File: config.mk
export PLATFORM = sky130hd
export DESIGN_NAME = tdc_tile_compress
export DESIGN_NICKNAME = d
export VERILOG_FILES = /design/src/rtl/tdc_pkg.sv /design/src/rtl/tdc_datapath.sv /design/src/rtl/tdc_control.sv /design/src/rtl/tdc_expand.sv /design/src/rtl/tdc_tile_compress.sv
export SDC_FILE = /design/constraint.sdc
export NUM_CORES = 2
export LEC_CHECK = 0
export BUFFER_PORTS_ARGS = -buffer_cell sky130_fd_sc_hd__buf_2
export CORE_AREA = 5 5 410 412
export DETAILED_ROUTE_END_ITERATION = 8
export DIE_AREA = 0 0 415 417
export HOLD_SLACK_MARGIN = 0.1
export PLACE_DENSITY = 0.68
export SYNTH_ARGS = -nofsm -noshare
export SYNTH_HDL_FRONTEND = slang
export SYNTH_SLANG_ARGS = --single-unit
File: constraint.sdc
create_clock -name clk -period 18.4 [get_ports clk]
set_input_delay 0.92 -clock clk [delete_from_list [all_inputs] [get_ports clk]]
set_output_delay 0.92 -clock clk [all_outputs]
set_load 0.05 [all_outputs]
File: src/rtl/tdc_pkg.sv
package tdc_pkg;
  typedef enum logic [1:0] {
    CODE_RAW = 2'b00,
    CODE_D4  = 2'b01,
    CODE_D3  = 2'b10,
    CODE_D2  = 2'b11
  } tileCode_t;

  typedef struct packed {
    logic capture;
    logic firstBeat;
  } dpStrobe_t;
endpackage

File: src/rtl/tdc_datapath.sv
module tdc_datapath
  import tdc_pkg::*;
#(
  parameter int SAMPLE_W = 8,
  parameter int TILE_N = 64,
  localparam int IDX_W = $clog2(TILE_N),
  localparam int PAY_W = SAMPLE_W * TILE_N
) (
  input  logic                clk,
  input  logic                rst,
  input  dpStrobe_t           strobe,
  input  logic [IDX_W-1:0]    wrIdx,
  input  logic [IDX_W-1:0]    wordIdx,
  input  logic [SAMPLE_W-1:0] inData,
  input  logic                inFloat,
  output tileCode_t           code,
  output logic [IDX_W-1:0]    lastWord,
  output logic [SAMPLE_W-1:0] outWord
);
  localparam logic [SAMPLE_W-1:0] MSB = SAMPLE_W'(1) << (SAMPLE_W - 1);
  localparam int WORDS_D2 = (2 * SAMPLE_W - 1 + (TILE_N - 1) * 2) / SAMPLE_W;
  localparam int WORDS_D3 = (2 * SAMPLE_W - 1 + (TILE_N - 1) * 3) / SAMPLE_W;
  localparam int WORDS_D4 = (2 * SAMPLE_W - 1 + (TILE_N - 1) * 4) / SAMPLE_W;

  logic [SAMPLE_W-1:0] tileMem [TILE_N];
  logic [SAMPLE_W-1:0] mapped, delta;
  logic fit2, fit3, fit4;
  logic [PAY_W-1:0] pk2, pk3, pk4, pkRaw, sel;

  function automatic logic fitsIn(input logic [SAMPLE_W-1:0] d, input int k);
    int v;
    v = int'($signed(d));
    return (v >= -(1 << (k - 1))) && (v <= (1 << (k - 1)) - 1);
  endfunction

  always_comb begin
    if (!inFloat) mapped = inData;
    else if (inData[SAMPLE_W-1]) mapped = ~inData;
    else mapped = inData ^ MSB;
    delta = mapped - tileMem[0];
  end

  always_ff @(posedge clk) begin
    if (strobe.capture) tileMem[wrIdx] <= mapped;
  end

  always_ff @(posedge clk) begin
    if (rst) begin
      fit2 <= 1'b1;
      fit3 <= 1'b1;
      fit4 <= 1'b1;
    end else if (strobe.capture) begin
      if (strobe.firstBeat) begin
        fit2 <= 1'b1;
        fit3 <= 1'b1;
        fit4 <= 1'b1;
      end else begin
        fit2 <= fit2 & fitsIn(delta, 2);
        fit3 <= fit3 & fitsIn(delta, 3);
        fit4 <= fit4 & fitsIn(delta, 4);
      end
    end
  end

  always_comb begin
    pk2 = '0;
    pk3 = '0;
    pk4 = '0;
    pkRaw = '0;
    pk2[SAMPLE_W-1:0] = tileMem[0];
    pk3[SAMPLE_W-1:0] = tileMem[0];
    pk4[SAMPLE_W-1:0] = tileMem[0];
    for (int i = 1; i < TILE_N; i++) begin
      logic [SAMPLE_W-1:0] diff;
      diff = tileMem[i] - tileMem[0];
      pk2[SAMPLE_W + (i - 1) * 2 +: 2] = diff[1:0];
      pk3[SAMPLE_W + (i - 1) * 3 +: 3] = diff[2:0];
      pk4[SAMPLE_W + (i - 1) * 4 +: 4] = diff[3:0];
    end
    for (int i = 0; i < TILE_N; i++) pkRaw[i * SAMPLE_W +: SAMPLE_W] = tileMem[i];
  end

  always_comb begin
    if (fit2) begin
      code = CODE_D2; sel = pk2; lastWord = IDX_W'(WORDS_D2 - 1);
    end else if (fit3) begin
      code = CODE_D3; sel = pk3; lastWord = IDX_W'(WORDS_D3 - 1);
    end else if (fit4) begin
      code = CODE_D4; sel = pk4; lastWord = IDX_W'(WORDS_D4 - 1);
    end else begin
      code = CODE_RAW; sel = pkRaw; lastWord = IDX_W'(TILE_N - 1);
    end
    outWord = sel[int'(wordIdx) * SAMPLE_W +: SAMPLE_W];
  end


  fit_nesting_chk: assert property (@(posedge clk) disable iff (rst)
    (!fit2 || fit3) && (!fit3 || fit4));
endmodule

File: src/rtl/tdc_control.sv
module tdc_control
  import tdc_pkg::*;
#(
  parameter int TILE_N = 64,
  localparam int IDX_W = $clog2(TILE_N)
) (
  input  logic             clk,
  input  logic             rst,
  input  logic             inValid,
  input  logic [IDX_W-1:0] lastWord,
  output logic             inReady,
  output logic             outValid,
  output logic             outLast,
  output dpStrobe_t        strobe,
  output logic [IDX_W-1:0] wrIdx,
  output logic [IDX_W-1:0] wordIdx
);
  typedef enum logic {ST_FILL, ST_SEND} state_t;
  state_t state;
  logic [IDX_W-1:0] fillCnt;
  logic accept;

  assign inReady = (state == ST_FILL);
  assign accept = inValid && inReady;
  assign outValid = (state == ST_SEND);
  assign outLast = outValid && (wordIdx == lastWord);
  assign wrIdx = fillCnt;
  assign strobe.capture = accept;
  assign strobe.firstBeat = (fillCnt == '0);

  always_ff @(posedge clk) begin
    if (rst) begin
      state <= ST_FILL;
      fillCnt <= '0;
      wordIdx <= '0;
    end else if (state == ST_FILL) begin
      if (accept) begin
        if (fillCnt == IDX_W'(TILE_N - 1)) begin
          state <= ST_SEND;
          fillCnt <= '0;
          wordIdx <= '0;
        end else begin
          fillCnt <= fillCnt + 1'b1;
        end
      end
    end else begin
      if (wordIdx == lastWord) begin
        state <= ST_FILL;
        wordIdx <= '0;
      end else begin
        wordIdx <= wordIdx + 1'b1;
      end
    end
  end


  emit_start_chk: assert property (@(posedge clk) disable iff (rst)
    $rose(outValid) |-> $past(inValid && inReady));

  fill_after_burst_chk: assert property (@(posedge clk) disable iff (rst)
    outLast |=> (inReady && !outValid));

  word_step_chk: assert property (@(posedge clk) disable iff (rst)
    (outValid && !outLast) |=> (outValid && wordIdx == $past(wordIdx) + 1'b1));

  idle_hold_chk: assert property (@(posedge clk) disable iff (rst)
    (inReady && !inValid) |=> $stable(fillCnt));
endmodule

File: src/rtl/tdc_expand.sv
module tdc_expand
  import tdc_pkg::*;
#(
  parameter int SAMPLE_W = 8,
  parameter int TILE_N = 64,
  localparam int PAY_W = SAMPLE_W * TILE_N
) (
  input  tileCode_t        code,
  input  logic             isFloat,
  input  logic [PAY_W-1:0] payload,
  output logic [PAY_W-1:0] tile
);
  localparam logic [SAMPLE_W-1:0] MSB = SAMPLE_W'(1) << (SAMPLE_W - 1);

  always_comb begin
    logic [SAMPLE_W-1:0] anchor, v;
    logic signed [1:0] f2;
    logic signed [2:0] f3;
    logic signed [3:0] f4;
    anchor = payload[SAMPLE_W-1:0];
    tile = '0;
    for (int i = 0; i < TILE_N; i++) begin
      f2 = '0;
      f3 = '0;
      f4 = '0;
      if (i > 0) begin
        f2 = payload[SAMPLE_W + (i - 1) * 2 +: 2];
        f3 = payload[SAMPLE_W + (i - 1) * 3 +: 3];
        f4 = payload[SAMPLE_W + (i - 1) * 4 +: 4];
      end
      case (code)
        CODE_D2: v = anchor + SAMPLE_W'(f2);
        CODE_D3: v = anchor + SAMPLE_W'(f3);
        CODE_D4: v = anchor + SAMPLE_W'(f4);
        default: v = payload[i * SAMPLE_W +: SAMPLE_W];
      endcase
      if (isFloat) v = v[SAMPLE_W-1] ? (v ^ MSB) : ~v;
      tile[i * SAMPLE_W +: SAMPLE_W] = v;
    end
  end
endmodule

File: src/rtl/tdc_tile_compress.sv
module tdc_tile_compress
  import tdc_pkg::*;
#(
  parameter int SAMPLE_W = 8,
  parameter int TILE_N = 64,
  localparam int IDX_W = $clog2(TILE_N),
  localparam int PAY_W = SAMPLE_W * TILE_N
) (
  input  logic                clk,
  input  logic                rst,
  input  logic                inValid,
  output logic                inReady,
  input  logic [SAMPLE_W-1:0] inData,
  input  logic                inFloat,
  output logic                outValid,
  output logic                outLast,
  output logic [1:0]          outCode,
  output logic [SAMPLE_W-1:0] outWord,
  input  logic [1:0]          expCode,
  input  logic                expFloat,
  input  logic [PAY_W-1:0]    expPayload,
  output logic [PAY_W-1:0]    expTile
);
  dpStrobe_t strobe;
  logic [IDX_W-1:0] wrIdx, wordIdx, lastWord;
  tileCode_t code;

  tdc_control #(.TILE_N(TILE_N)) i_ctrl (
    .clk(clk), .rst(rst), .inValid(inValid), .lastWord(lastWord),
    .inReady(inReady), .outValid(outValid), .outLast(outLast),
    .strobe(strobe), .wrIdx(wrIdx), .wordIdx(wordIdx)
  );

  tdc_datapath #(.SAMPLE_W(SAMPLE_W), .TILE_N(TILE_N)) i_dp (
    .clk(clk), .rst(rst), .strobe(strobe), .wrIdx(wrIdx), .wordIdx(wordIdx),
    .inData(inData), .inFloat(inFloat), .code(code), .lastWord(lastWord),
    .outWord(outWord)
  );

  tdc_expand #(.SAMPLE_W(SAMPLE_W), .TILE_N(TILE_N)) i_exp (
    .code(tileCode_t'(expCode)), .isFloat(expFloat), .payload(expPayload),
    .tile(expTile)
  );

  assign outCode = code;
endmodule

==> impl.org <==
** Worst setup path
- For this design, the slowest cell found on the critical path is o22ai_2.
- Along the worst path, the maximum fanout reaches 84.
- Maximum cell stage delay along the critical path :: approximately 1100 ps
- The worst setup path is of the in -> out kind.
- STA classifies the critical path startpoint as an input port.
- Worst-path cell chain :: buf_2 -> inv_1 -> ha_4 -> buf_4 -> buf_4 -> nand2_1 -> a21oi_1 -> ha_1 -> o21ai_0 -> nor2_1 -> o41a_1 -> xnor2_1 -> o22ai_2 -> xor2_1 -> buf_2
- STA classifies the critical path endpoint as a primary output.
- Worst endpoint required time :: 17480 ps
- Data arrival time of the worst path :: 6690 ps

** Yosys
- Synthesized instance count :: about 7300
- Summing the sequential cell areas from Yosys gives 24.1% of the chip area.
- Post-Synthesis Cell Area :: between 0.06 and 0.07 mm^2
- Per-instance average area after synthesis :: roughly 9 um^2
- The largest total area in the synthesized netlist belongs to edfxtp_1.
- Number of warning messages in the yosys log :: 0
- Number of nets produced by synthesis :: 8608
- In this run, synthesis produced a sequential element count of 528.
- Top cell type's share of synthesized area :: 23.6%
- Synthesis instantiated 97 different standard cells from the library.
- Most used flip-flop cell after synthesis :: edfxtp_1
- Ranked by total cell area, the synthesized netlist is headed by edfxtp_1 (24%), ha_1 (12%), xnor2_1 (9.7%).
- After synthesis, the share of flip-flops with an asynchronous set or reset is 0%.
- Dominant cell by count in the synthesized netlist :: nor2_1
- By count the netlist is led by nor2_1 (727), xnor2_1 (722), ha_1 (644).
- The synthesized design contains 512 enable-type register cells.

** Floorplan
- Number of I/O pins :: about 1100
- The floorplan step defined a die boundary enclosing 0.173 mm^2.
- The core region is 0.164 mm^2.
- Die outline width :: between 400 and 500 um
- The initialized floorplan defines 149 standard-cell rows.
- The floorplan step set the die height to 417 um.
- Starting density of the core :: ~40%

** Clock tree
- Total clock buffers created by CTS :: 52
- Sinks on the clock net :: about 530
- CTS placed an instance of clkbuf_16 at the clock tree root.
- CTS clk-pin slew, worst paths :: 60 ps
- The clock passes through at most 3 buffers.
- The number of gates resized after CTS was 0.
- The later pin in the worst-skew pair is clocked with a latency of 650 ps.
- Setup bufs post-CTS :: 0
- H-tree lvl count :: 2
- CTS tree :: built
- Count of hold-fix buffers inserted at cts :: 0

** Route
- Routed wirelength normalized by instance count :: 38.5 um
- Post-detailed-route via-to-cell ratio :: 6.43
- The first TritonRoute pass finished after 9 iterations.
- Iteration-0 DRC Markers :: 10700
- Post-route antenna net violation count :: 0
- Total Routed Length :: between 400000 and 500000 um
- Vias post-DR :: 67100
- In the routed design, unresolved DRC markers number 0.

** Timing
- For the pin with the worst max-slew slack, the measured transition is 1590 ps.
- Timing would allow up to 131 MHz.
- Final Setup Violations :: 0
- Final Cycle Share :: 41.4%
- In this run the tightest slew margin relative to its limit is -6.89%.
- The count of endpoints failing hold in the final timing report came to 0.
- The tightest hold path in the finished design has a slack of 575 ps.
- Post-Route Setup TNS :: 0 ps
- Setup repair after global routing missed its margin :: no
- The clock period could shrink to 7610 ps.
- The count of final max-slew check failures is 4.
- Setup Skew :: 30.2 ps

** Finish
- The area growth from synthesis to layout is 13.9%.
- The filler cells instantiated in the layout total 16200.
- Fraction of layout instances using a drive strength above 1 :: 17.8%
- Net count reported at finish :: about 9400
- For this run, the share of the core covered by cells in the final layout is 45.1%.

** Run
- The tool flagged a number of max-cap violations equal to 3.

** GRT
- Antenna violations before repair :: 109
- Global router's overall resource usage :: between 40% and 50%
- The via count of the first global-routing pass is about 63000.
- The first global-routing pass estimated 532000 um of wire.
- Entering global routing, the biggest net connects 189 pins.
- For this run the aggregate overflow at the end of global routing stands at 0.

** Pwr
- In this run the static leakage power is 0.0294 uW.
- Across the VDD grid, the largest voltage drop is 0.309 mV.
- P per Cell Area :: 118 mW/mm^2

** Placed design
- HPWL after DPL :: 319000 um
- Last weighted congestion value of the routability-driven placer :: 1.17
- The count of buffers added on input and output ports is 1051.

** Status
- The final reports fail on capacitance limit, slew limit.
- Run status :: finished with violations

** Min path
- The min-delay analysis places its worst path in the category in -> reg.
[worst paths after layout]
| check | startpoint | to | slack [ps] | cells past startpoint |
|---|---|---|---|---|
| worst max-delay path | expCode[1] | expTile[342] | 10790 | 15 |
| worst max register to register | i_ctrl.wordIdx[1] | i_ctrl.wordIdx[3] | 14290 | 10 |
| worst min-delay path | rst | i_ctrl.wordIdx[0] | 570 | 2 |
| worst min register to register | i_ctrl.wrIdx[2] | i_ctrl.wrIdx[2] | 610 | 2 |
[layer usage]
metal	track usage (%)	up-vias	routed length [um]
met1	53.0	32300	144000
li1	-	27900	-
met2	66.3	5378	171000
met3	11.4	1478	45500
met4	36.1	26	42200
met5	0	-	161
[critical path, delay by kind of cell]
family	cells	cell delay (ps)
AOI/OAI and AO/OA	4	2010
adders and majority gates	2	950
and+or+nand+nor	2	190
buffers and inverters	5	2050
xor gates and xnor gates	2	450
[logic make-up (layout without fill, tap and decap cells)]
kind of cell | count (synthesis) | count (layout) | share of synthesized area, %
fa+ha+maj | 771 | 771 | 16.3
other cells | 0 | 76 | 0
xor+xnor | 1094 | 1094 | 14.7
mux | 417 | 417 | 8.44
buf+inv | 753 | 1614 | 5.12
compound gates | 1815 | 1815 | 18.1
flops | 528 | 528 | 24.1
simple gates | 1932 | 1932 | 13.2
[final cells by class]
class	instances	area, um^2	share of cell area, %
multi-input combinational	6029	46100	62.3
antenna	76	190	0.257
timing repair buffer	1148	6060	8.18
clock inverter	39	494	0.667
tap	2189	2740	3.70
inverter	371	1410	1.90
clock buffer	56	1320	1.78
sequential	528	15700	21.2
[where the power goes]
part / switching (uW) / internal [uW] / total (uW)
Clock: 517 / 640 / 1160
Sequential: 10.5 / 1340 / 1350
Combinational: 4720 / 1510 / 6230
Total: 5250 / 3490 / 8740
[state kept, by name (all words and copies together), names as in the netlist]
register         cells
i_ctrl.outValid      1
i_ctrl.wordIdx       6
i_ctrl.wrIdx         6
i_dp.fit2            1
i_dp.fit3            1
i_dp.fit4            1
i_dp.tileMem       512
[metrics by stage]
stage | area (um^2) | worst slack, ps | total power [uW] | cells
2_1_floorplan | 65000 | 10560 | 5330 | 7310
6_report | 74100 | 10790 | 8740 | 10400
5_1_grt | 74000 | 10680 | 8880 | 10400
3_3_place_gp | 72100 | 10930 | 7380 | 10300
4_1_cts | 73900 | 10880 | 8570 | 10400
3_5_place_dp | 72100 | 10900 | 7410 | 10300
[layout by cell type, fill, tap and decap left out, drive strengths merged, types with 16 or more instances in the layout]
master	instances
inv	373
a21oi	638
buf	1148
a22oi	85
xor2	372
dfxtp	16
nor2	729
o22ai	82
a221oi	37
mux2i	303
nor3	218
a31oi	96
fa	127
ha	644
diode	76
nand2	591
o41a	48
o21a	81
a211o	19
nand3b	17
o211ai	43
clkbuf	56
o21ai	390
nand2b	73
nand3	29
clkinv	24
mux4	101
a21o	35
a211oi	71
edfxtp	512
xnor2	722
nor2b	218
a21boi	67
Power figures use the tool's default switching activity.
